$ cat config.mk
export PLATFORM = sky130hd
export DESIGN_NAME = lac_capture_q
export DESIGN_NICKNAME = d
export VERILOG_FILES = /design/src/rtl/lac_capture_q.sv
export SDC_FILE = /design/constraint.sdc
export NUM_CORES = 1
export LEC_CHECK = 0
export CAP_MARGIN = 0
export CORE_MARGIN = 3
export CORE_UTILIZATION = 31
export DETAILED_ROUTE_END_ITERATION = 8
export DONT_BUFFER_PORTS = 1
export PLACE_DENSITY = 0.5
export SYNTH_ARGS = -nofsm -noshare
export SYNTH_HDL_FRONTEND = slang
export SYNTH_SLANG_ARGS = --single-unit
$ cat constraint.sdc
create_clock -name clk -period 2.6 [get_ports clk]
set_clock_uncertainty 0.1 [all_clocks]
set_input_delay 0.65 -clock clk [delete_from_list [all_inputs] [get_ports clk]]
set_output_delay 0.65 -clock clk [all_outputs]
set_load 0.03 [all_outputs]
$ cat src/rtl/lac_capture_q.sv
module lac_capture_q #(
   parameter int DEPTH = 4,
   parameter int LW    = 6,
   localparam int PW   = $clog2(DEPTH),
   localparam int CW   = $clog2(DEPTH + 1)
) (
   input  logic          clk,
   input  logic          rst_n,
   input  logic          push,
   input  logic [LW-1:0] push_line,
   input  logic          push_write,
   input  logic          push_retry,
   input  logic          pop,
   output logic          q_valid,
   output logic [LW-1:0] q_line,
   output logic          q_write,
   output logic          q_retry,
   output logic          full,
   output logic [CW-1:0] count,
   input  logic [LW-1:0] qry_line,
   input  logic          qry_write,
   output logic          qry_hit
);
   logic [LW-1:0] line_q [DEPTH];
   logic          wr_q   [DEPTH];
   logic          rt_q   [DEPTH];
   logic [PW-1:0] rd_ptr, wr_ptr;
   logic [CW-1:0] cnt;
   logic          do_push, do_pop;
   logic [DEPTH-1:0] hit_vec;

   assign full    = (cnt == CW'(DEPTH));
   assign do_push = push && !full;
   assign do_pop  = pop && (cnt != '0);

   always_ff @(posedge clk) begin
      if (!rst_n) begin
         rd_ptr <= '0;
         wr_ptr <= '0;
         cnt    <= '0;
      end else begin
         if (do_push) wr_ptr <= wr_ptr + PW'(1);
         if (do_pop)  rd_ptr <= rd_ptr + PW'(1);
         if (do_push && !do_pop)      cnt <= cnt + CW'(1);
         else if (do_pop && !do_push) cnt <= cnt - CW'(1);
      end
   end

   always_ff @(posedge clk) begin
      if (do_push) begin
         line_q[wr_ptr] <= push_line;
         wr_q[wr_ptr]   <= push_write;
         rt_q[wr_ptr]   <= push_retry;
      end
   end

   for (genvar i = 0; i < DEPTH; i++) begin : g_slot
      logic [PW-1:0] age;
      logic          live;
      assign age        = PW'(i) - rd_ptr;
      assign live       = CW'(age) < cnt;
      assign hit_vec[i] = live && rt_q[i] && (wr_q[i] == qry_write)
                          && (line_q[i] == qry_line);
   end

   assign qry_hit = |hit_vec;
   assign q_valid = (cnt != '0);
   assign q_line  = line_q[rd_ptr];
   assign q_write = wr_q[rd_ptr];
   assign q_retry = rt_q[rd_ptr];
   assign count   = cnt;
endmodule

# == After elaboration in Yosys (flattened, before gate mapping) ==
# Memory sizes are Yosys's and may differ from the RTL's. A register that Yosys moved wholly into a read port is not among the register bits.
# Index checks and enable logic that the tools add are counted.
# word_totals
ff_bits,7
mem_bits_rw,32
inputBits,19
out_inout_bits,14
word_cells,59
mem_count,3
# op_classes
n_addsub,8
magnitude_cmp,4
eq_ne,9
muxes,10
reduce_logical,22
# memory_table
name,words,width,rd,rd_ports_with_merged_regs,write_ports,line,text
line_q,4,6,5,1,1,24,logic [LW-1:0] line_q [DEPTH];
rt_q,4,1,5,1,1,26,logic rt_q [DEPTH];
wr_q,4,1,5,1,1,25,logic wr_q [DEPTH];
# op_table
operator,n
== test 6 bit,4
logical AND 1 bit,16
less-than comparator 2 x 3 -> 1 bit,4
2-to-1 mux 2 bit,6
2-to-1 mux 3 bit,2
adder 2 x 1 -> 2 bit (second input constant),2
== test 1 bit,4
OR reduction 4 bit,1
subtractor 1 x 2 -> 2 bit (first input constant),2
subtractor 2 bit (first input constant),2
adder 3 x 1 -> 3 bit (second input constant),1
== test 3 bit (second input constant),1
logical NOT 1 bit,3
nonzero test 3 bit,1
subtractor 3 x 1 -> 3 bit (second input constant),1
2-to-1 mux 1 bit,2
nonzero test 2 bit,1

# == Logic depth before layout (Yosys ltp) ==
# Gate-level depths: netlist of the first run.
# depth
word_depth,7
depth_mapped,9
ltp_nobuf,8

# == Least setup slack after synthesis of the first run ==
# OpenSTA, ideal clock, no wires.
# synth_timing
path_type,register -> register
start,"reg cnt[2], in the netlist count[2]"
end,"reg cnt[2], in the netlist count[2]"
setup_ps,76
arrival_time_ps,2439
required_ps,2424
path_slack_ps,-15
stages_incl_launch_ff,10
path_buffers,1
synth_period_minus_slack_ps,2615
path_cell_list,dfxtp_1 > nor3b_2 > nor2b_1 > buf_4 > ha_1 > inv_1 > fa_1 > xor2_1 > or3_2 > a21boi_0
# synth_via
elab_chain_cells,6
elab_cells_between_ends,14
classes_between,2 x add/sub; 1 x eq/ne; 2 x mux; 9 x reduce/logical
# synth_lines
element,line,text
"start, declared",28,logic [CW-1:0] cnt;
"start signal, assigned",44,if (do_push && !do_pop) cnt <= cnt + CW'(1);
"start signal, assigned",45,else if (do_pop && !do_push) cnt <= cnt - CW'(1);
== test 3 bit *,32,assign full = (cnt == CW'(DEPTH));
named net full,18,"output logic full,"
logical NOT 1 bit *,33,assign do_push = push && !full;
logical AND 1 bit *,33,
named net do_push,29,"logic do_push, do_pop;"
logical NOT 1 bit,45,
logical AND 1 bit,45,
nonzero test 2 bit (no source line),--,
# Mark *: on every way through the listed nets, which the timed path passes. The rest lies on a longest branch. The select of a mux whose other input is x is not followed.
# A chain may end at the register's enable or synchronous reset.

# == Worst setup path after layout of the first run ==
# layout_timing
start,reg rd_ptr[0]
end,out qry_hit
# layout_via
elab_chain_cells,6
elab_cells_between_ends,21
classes_between,4 x add/sub; 4 x order compare; 13 x reduce/logical
# layout_lines
element,line,text
"start, declared",27,"logic [PW-1:0] rd_ptr, wr_ptr;"
"start signal, assigned",43,if (do_pop) rd_ptr <= rd_ptr + PW'(1);
subtractor 1 x 2 -> 2 bit or subtractor 2 bit (tied branches),60,assign age = PW'(i) - rd_ptr;
less-than comparator 2 x 3 -> 1 bit,61,assign live = CW'(age) < cnt;
logical AND 1 bit (2 in a row),62,assign hit_vec[i] = live && rt_q[i] && (wr_q[i] == qry_write)
logical AND 1 bit,63,&& (line_q[i] == qry_line);
OR reduction 4 bit *,66,assign qry_hit = |hit_vec;
"end, declared",22,output logic qry_hit
# Mark *: on every way between the ends. The rest lies on a longest branch, timed or not.

==> reports/results.ini, run 1 <==
[timing]
final.min_clock_period_ns=2.50
tightest_slew_ns=0.453
final-setup-viol-count=0
rsz0062_at_grt=no
fin_tns_setup_ns=0
fmax_ghz=0.401
slew_viol_final=0
hold_violations=0
post-route-period-util=0.960
slew_headroom=0.698

[clock_network]
cts_hold_buf=0
clkSlewWorstSetupHoldPaths_ns=0.08
clock_path_buffers=2
worstSkewPairLatency_ns=0.28
cts_buffers=5
cts_tree=yes
numClockSinks=41
htreeDepth=2
cts-root-buf=clkbuf_8

[synthesis]
ys_ff_latch=41
yosys_warnings=0
yosysTopAreaCellShare=0.459
synth-edff-count=32
syn_area_per_cell_um2=14.4
syn_nets=174
yosysTopAreaCell=edfxtp_1
syn_inst=145
ys_async_sr_fraction=0
ys.flop_type=edfxtp_1
synthTopCellsByCount=32 x edfxtp_1, 17 x xnor2_1, 17 x xor2_1
syn-cell-area_um2=2090
synth.area.top_cells=edfxtp_1 46%, dfxtp_1 8.6%, mux4_2 8.6%, xnor2_1 7.1%, xor2_1 7.1%
yosysSeqAreaShare=0.545
ys_types=31
synth_most_common_cell=edfxtp_1

[power_and_ir_drop]
p_total_mw=2.28
pwr_density_cell_nw_per_um2=957
p_int_mw=1.47
clkPwrFrac=0.215
p_seq_frac=0.396
p_sw_mw=0.806
netSwitchingFraction=0.354
ir_drop_mv=0.284
leakage_nw=0.828
combPwrFrac=0.389

[layout]
fin_util=0.368
multi_input_comb_area_um2=920
diodes=0
regArea_um2=1150
drive_gt1_frac=0.245
area_growth_pct=13.6
nNetsFinal=187
finalNonFillerCells=236
final_cell_area_um2=2380
num-fill-cells=615

[min_path]
min_from=push_write
hold_class=input pin to register
holdPathStages=0
holdPathEnd=wr_q[0]

[global_routing]
grt_pass1_wl_um=6690
overflow=0
grt_max_degree=13
grt_pass1_vias=1271
grt_use_total=0.122
antenna_found_initial=0

[die]
start_util=0.324
rows=29
fp.dieW_um=88.2
die-area_um2=7780
fp.coreArea_um2=6460
io_pins=33
die_h_um=88.2

[setup_path]
r2r_slack_ns=0.15
worstSetupPathType=register to output port
rr_endpoint=count[2]
cp.arrival_ns=1.75
rr_startpoint=count[1]
path_max_fanout=6
end_kind=output port
critical_path_required_ns=1.85
rr_worst_depth=8
cp-start-kind=register

[placed_design]
placed_cells=226
hpwl_um=3330
place_area_um2=2240
finalWeightedCongestion=0.763
io_buffers=0

[flow_run]
maxCapViolations=0

[drt]
vias=1166
totalWireLength_um=4270
ant_nets=0
drt-vias-per-instance=4.94
dr.pass1.iters=4
wire_per_inst_um=18.1
first_iter_violations=69
drc=0

[status]
status=finished clean

## through the flow
stage	hold WS (ns)	worst slack [ns]
floorplan	0.428	0.0675
global placement	0.445	0.188
detailed placement	0.497	0.0359
CTS	0.342	0.0171
global route	0.323	0.00518
finish	0.353	0.105
## power groups by stage
stage / Combinational, mW / Clock, mW / Sequential (mW)
5_1_grt: 0.959 / 0.545 / 0.913
4_1_cts: 0.868 / 0.503 / 0.902
6_report: 0.885 / 0.488 / 0.902
2_1_floorplan: 0.655 / 0 / 0.920
3_5_place_dp: 0.862 / 0 / 0.913
3_3_place_gp: 0.842 / 0 / 0.908
## worst max-delay path, stage by stage, from the launching register on
cell      delay [ns]
dfxtp_2         0.42
xnor2_2         0.14
inv_1           0.07
ha_1            0.27
a21oi_1         0.06
o211ai_1        0.17
nand4_1         0.15
buf_6           0.17
## how the worst max path moves through the flow
stage	startpoint	end	slack (ns)	cells after the start
after floorplan	count[0]	count[2]	0.07	9
after global placement	count[1]	count[2]	0.19	8
after detailed placement	count[1]	count[2]	0.04	8
after CTS	count[1]	qry_hit	0.02	7
after global routing	count[1]	count[2]	0.005	8
final	rd_ptr[0]	qry_hit	0.10	7
## final cells by class
| type | count | share of cell area |
|---|---|---|
| Clock buffer | 6 | 0.0305 |
| Clock inverter | 2 | 0.0142 |
| Inverter | 6 | 0.00947 |
| Multi-Input combinational cell | 93 | 0.387 |
| Sequential cell | 41 | 0.482 |
| Tap cell | 77 | 0.0405 |
| Timing Repair Buffer | 11 | 0.0363 |
## registers in the layout, indices dropped and copies added (netlist names), named ones only
name / flops
rd_ptr: 2
line_q: 24
rt_q: 4
wr_q: 4
wr_ptr: 2
count: 3
## cell usage in the layout (no fill, tap or decap), drive strengths merged, types with 2 or more instances in the layout
master | synthesis | layout
edfxtp | 32 | 32
xor2 | 17 | 17
xnor2 | 17 | 17
buf | 4 | 11
ha | 9 | 9
dfxtp | 9 | 9
and2 | 9 | 9
mux4 | 8 | 8
inv | 6 | 6
clkbuf | 1 | 6
a21oi | 4 | 4
and4 | 4 | 4
nor4 | 4 | 4
o211ai | 4 | 4
nor2b | 3 | 3
mux2i | 2 | 2
or3 | 2 | 2
nand2 | 2 | 2
## cells by family after synthesis
kind of cell,count (synthesis),synth area share
DFF,41,0.545
xor gates and xnor gates,34,0.142
and+or+nand+nor,29,0.102
buffers and inverters,11,0.0227
AOI/OAI and AO/OA,10,0.0299
muxes,10,0.0956
adders and majority gates,10,0.0633
## routing by layer
| layer | vias to the layer above | track usage | share of wire |
|---|---|---|---|
| met1 | 585 | 0.146 | 0.41 |
| li1 | 551 | - | - |
| met2 | 24 | 0.194 | 0.50 |
| met4 | 0 | 0.0467 | 0.015 |
| met5 | - | 0 | 0 |
| met3 | 6 | 0.0517 | 0.071 |
## repair_timing
action	in CTS	in global routing
setup buffers	0	2
resized for setup	2	6
gates cloned	0	0
setup endpoints to repair	1	2
No activity file was read; power rests on OpenSTA's default activity.
==> run 2: changes to the inputs <==
- CORE_MARGIN: 3 -> default
==> run 2 against run 1 <==
Against the previous run:
- the flow now finishes with violations (design-rule violations)
- sequential share of layout area rose by 0.72 points
- final area fell by 1.5%
- clock power fell by 15%
- first-iteration DRC count rose by 16%
- clock-buffer cell count rose by 2
- setup slack improved by 0.014 ns
- via count fell by 1.5%
- global-route usage rose by 0.73 points
- flip-flop and latch count did not move
- register-to-register slack got worse by 0.03 ns
- critical path type is now register to register
- largest cell class unchanged
==> reports/results.ini, run 2 (same netlist as run 1, synthesis figures left out) <==
[global_routing]
grt_pass1_wl_um=6740
grt_util_met3=0.0649
grt_max_degree=13
grt_pass1_vias=1268
grt_util_met1=0.148
overflow=0
antenna_found_initial=0
busiest_layer=met2
grt_use_total=0.129
met2_usage=0.214

[drt]
first_iter_violations=80
vias=1148
wire_per_inst_um=18.1
drt-vias-per-instance=4.91
totalWireLength_um=4250
dr.pass1.iters=6
drc=6
ant_nets=0

[status]
status=finished, violations left
violations=design-rule violations

[placed_design]
place_ws_ns=0.0746
io_buffers=0
finalWeightedCongestion=0.737
hpwl_um=3270

[layout]
top_regs=line_q: 24 flops, rt_q: 4 flops, wr_q: 4 flops
nNetsFinal=185
regMostFlops=line_q
final_cell_mix=32 x edfxtp_1, 17 x xor2_1, 16 x xnor2_1
final_common_cell=edfxtp_1
largest_reg_flops=24
fin_util=0.365
drive_gt1_frac=0.236
num-fill-cells=588
diodes=0
area_growth_pct=11.9

[setup_path]
path_max_fanout=6
rr_endpoint=count[2]
critical-path-top-delay-family=simple AND/OR/NAND/NOR gates
cp.arrival_ns=2.59
worstSetupPathType=register to register
critical_path_required_ns=2.71
rr_startpoint=count[1]
cp_num_buf_inv=1
end_kind=register
slowest_stage=or3_4
rr_worst_depth=8
cp_slowest_stage_delay_ns=0.48
cp-start-kind=register
r2r_slack_ns=0.12
path_cells=or3_4 > nand2_4 > ha_1 > inv_1 > fa_1 > xor2_1 > or3_2 > a21boi_0

[power_and_ir_drop]
combPwrFrac=0.393
netSwitchingFraction=0.361
pwr_density_cell_nw_per_um2=928
p_total_mw=2.17
clkPwrFrac=0.191
ir_drop_mv=0.266
p_int_mw=1.39
leakage_nw=0.809
p_sw_mw=0.785
p_seq_frac=0.416

[timing]
slew_viol_final=0
setup_ws_ns=0.118
fmax_ghz=0.403
final-setup-viol-count=0
fin_tns_setup_ns=0
hold_violations=0
final.min_clock_period_ns=2.48
tightest_slew_ns=0.450
post-route-period-util=0.955
hold_slack_ns=0.357
rsz0062_at_grt=no
slew_headroom=0.700

[clock_network]
worstSkewPairLatency_ns=0.28
cts-root-buf=clkbuf_8
cts_buffers=5
clkSlewWorstSetupHoldPaths_ns=0.07
htreeDepth=2
cts_hold_buf=0
numClockSinks=41
clock_path_buffers=2
cts_tree=yes

[min_path]
min_from=push_line[0]
holdPathStages=0
holdPathEnd=line_q[2][0]
hold_class=input pin to register

[die]
io_pins=33
rows=29
fp.dieW_um=84.2
fp.coreArea_um2=6420
start_util=0.326
die_h_um=84.2
die-area_um2=7090

[flow_run]
maxCapViolations=0

-- run 2: cell type report --
cell class	count	area [um^2]	area share
Inverter	6	22.5	0.00961
Tap cell	77	96.3	0.0411
Timing Repair Buffer	9	67.6	0.0288
Multi-Input combinational cell	93	920	0.392
Clock buffer	8	90.1	0.0384
Sequential cell	41	1150	0.490
-- run 2: worst max-delay path by stage --
stage,start,to,slack [ns],depth (start not counted)
global placement,count[1],count[2],0.19,8
finish,count[1],count[2],0.12,8
floorplan,count[0],count[2],0.07,9
global route,rd_ptr[0],qry_hit,0.03,7
detailed placement,count[1],count[2],0.07,8
CTS,count[1],qry_hit,0.02,7
-- run 2: power by group through the flow --
stage | registers [mW] | clock network (mW) | logic [mW]
floorplan | 0.920 | 0 | 0.655
global placement | 0.908 | 0 | 0.843
detailed placement | 0.911 | 0 | 0.860
CTS | 0.900 | 0.424 | 0.867
global route | 0.920 | 0.454 | 0.928
finish | 0.904 | 0.414 | 0.856
-- run 2: stage by stage --
stage / cell area [um^2] / cells
finish: 2340 / 234
detailed placement: 2240 / 226
CTS: 2330 / 234
global placement: 2240 / 226
global route: 2340 / 234
floorplan: 2100 / 145
-- run 2: per-layer routing --
| layer | part of all wire | wire length [um] | vias to the layer above |
|---|---|---|---|
| li1 | - | - | 548 |
| met1 | 0.42 | 1790 | 578 |
| met2 | 0.50 | 2130 | 20 |
| met3 | 0.071 | 303 | 2 |
| met4 | 0.0057 | 24 | 0 |
| met5 | 0 | 0 | - |
-- run 2: worst reg2reg max path: stages, from the launching register on --
cell and delay (ns):
dfxtp_4 0.38, or3_4 0.48, nand2_4 0.11, ha_1 0.17, inv_1 0.07, fa_1 0.37
xor2_1 0.15, or3_2 0.40, a21boi_0 0.18
-- run 2: what timing repair did --
item,4_1_cts,5_1_grt
hold endpoints to repair,0,0
setup endpoints to repair,1,1
buffers inserted,0,0
resized for setup,2,4
==> run 3: changes to the inputs <==
- ABC_AREA: default -> 1
- CTS_BUF_LIST: default -> sky130_fd_sc_hd__clkbuf_8
==> run 3 against run 2 <==
Against the previous run:
- the flow finishes with violations (negative setup slack)
- register-to-register slack improved by 0.39 ns
- sequential share of layout area decreased by 6.6 points
- utilization increased by 2.4 points
- maximum frequency decreased by 6.3%
- hold slack got worse by 0.016 ns
- non-clock buffer count increased by 12
- flip-flop and latch count unchanged
- clock power increased by 46%
- sequential power decreased by 1%
- clock-buffer cell count decreased by 3
- cell count increased by 74%
- wire length increased by 23%
- critical path type is now register to output port
- critical endpoint is now qry_hit
==> reports/results.ini, run 3 <==
[status]
status=finished, violations left
violations=negative setup slack

[timing]
slew_headroom=0.410
setup_ws_ns=-0.0485
fin_tns_setup_ns=-0.0485
post-route-period-util=1.02
tightest_slew_ns=0.881
slew_viol_final=0
hold_slack_ns=0.341
hold_violations=0
rsz0062_at_grt=yes
final.min_clock_period_ns=2.65
final-setup-viol-count=1
fmax_ghz=0.378

[layout]
top_regs=line_q: 24 flops, rt_q: 4 flops, wr_q: 4 flops
final_common_cell=nand2_1
final_cell_area_um2=2700
final_cell_mix=80 x nand2_1, 38 x inv_1, 35 x nor2_1
largest_reg_flops=24
nNetsFinal=338
regMostFlops=line_q
drive_gt1_frac=0.148
finalNonFillerCells=406
diodes=0
fin_util=0.389
area_growth_pct=18.1

[setup_path]
rr_worst_depth=10
worstSetupPathType=register to output port
cp.arrival_ns=1.90
path_max_fanout=3
r2r_slack_ns=0.51
rr_endpoint=count[2]
rr_startpoint=count[2]
cp-start-kind=register
critical_path_required_ns=1.85
end_kind=output port

[clock_network]
cts_buffers=5
worstSkewPairLatency_ns=0.29
cts-root-buf=clkbuf_8
cts_tree=yes
clkSlewWorstSetupHoldPaths_ns=0.09
cts_hold_buf=0
htreeDepth=2
numClockSinks=41
clock_path_buffers=2

[synthesis]
synth.area.top_cells=edfxtp_1 42%, nand2_1 13%, dfxtp_1 7.9%, a21oi_1 6.4%, inv_1 6.2%
yosysTopAreaCell=edfxtp_1
yosys_warnings=0
ys_ff_latch=41
ys.flop_type=edfxtp_1
yosysSeqAreaShare=0.499
synth-edff-count=32
syn_nets=314
synthTopCellsByCount=80 x nand2_1, 38 x inv_1, 35 x nor2_1
synth_most_common_cell=nand2_1
syn-cell-area_um2=2280
ys_async_sr_fraction=0
yosysTopAreaCellShare=0.421
ys_types=20
syn_area_per_cell_um2=8.02
syn_inst=285

[placed_design]
place_ws_ns=0.230
finalWeightedCongestion=0.791
io_buffers=0
placed_cells=395
place_area_um2=2530
hpwl_um=3990

[min_path]
holdPathStages=0
min_from=push_line[3]
holdPathEnd=line_q[3][3]
hold_class=input pin to register

[drt]
totalWireLength_um=5230
dr.pass1.iters=4
wire_per_inst_um=12.9
drc=0
drt-vias-per-instance=4.50
vias=1828
ant_nets=0
first_iter_violations=70

[die]
start_util=0.329
fp.coreArea_um2=6940
fp.dieW_um=87.9
die_h_um=87.9
io_pins=33
rows=30
die-area_um2=7720

[power_and_ir_drop]
p_total_mw=2.68
ir_drop_mv=0.304
leakage_nw=1.24
pwr_density_cell_nw_per_um2=995

[global_routing]
grt_pass1_wl_um=8350
antenna_found_initial=0
overflow=0
grt_max_degree=17
grt_use_total=0.146
grt_pass1_vias=1761

[flow_run]
maxCapViolations=0

## run 3: changes by cell type after synthesis, sizes merged, moves of 6 or more
cell,change
a21oi,+25
and2,-9
inv,+41
mux4,-8
nand2,+80
nand3,+6
nor2,+34
o21ai,+22
xnor2,-16
xor2,-15
## run 3: logic make-up (layout without fill, tap and decap cells)
family / count (synthesis) / in the layout / share of synthesized area
AO/OA/AOI/OAI: 54 / 54 / 0.121
XOR/XNOR: 3 / 3 / 0.0115
adder cells (fa/ha/maj): 10 / 10 / 0.0581
buffers and inverters: 51 / 76 / 0.0860
flip-flops: 41 / 41 / 0.499
AND/OR/NAND/NOR: 126 / 126 / 0.224
## run 3: routing by layer
layer,GRT usage,vias up,share of wire
met5,0,-,0
met4,0.0551,0,0.019
met3,0.0283,9,0.050
met2,0.235,35,0.46
met1,0.193,818,0.47
li1,-,966,-
## run 3: worst max path at each step
stage / depth (start not counted) / endpoint / startpoint
2_1_floorplan: 9 / qry_hit / count[1]
4_1_cts: 11 / qry_hit / rd_ptr[1]
3_5_place_dp: 11 / qry_hit / rd_ptr[0]
5_1_grt: 11 / qry_hit / rd_ptr[0]
6_report: 11 / qry_hit / rd_ptr[1]
3_3_place_gp: 11 / qry_hit / rd_ptr[0]
## run 3: what timing repair did
item | 4_1_cts | 5_1_grt
buffers inserted | 2 | 1
pin swaps | 1 | 3
gates resized for setup | 3 | 0
setup endpoints to repair | 1 | 1
## run 3: area by class of cell
type                       count  area [um^2]
fill                         717         4250
inverter                      47          176
timing repair buffer          21          170
sequential                    41         1140
clock inverter                 3         65.1
clock buffer                   5         68.8
tap                           96          120
multi-input combinational    193          955
## run 3: worst max-delay path, cell delays in order (launching register included)
cell and delay, ns:
dfxtp_2 0.34, xor2_2 0.18, buf_4 0.14, ha_1 0.26, inv_1 0.05, nor2_1 0.03, a21oi_1 0.13, nand3_1 0.08
nor2_1 0.09, nor2_1 0.05, nand2_1 0.12, buf_12 0.13
## run 3: where the power goes
group | internal, mW | switching (mW) | total (mW)
logic | 0.420 | 0.766 | 1.19
clock network | 0.381 | 0.224 | 0.605
registers | 0.818 | 0.0758 | 0.894
total | 1.62 | 1.07 | 2.68
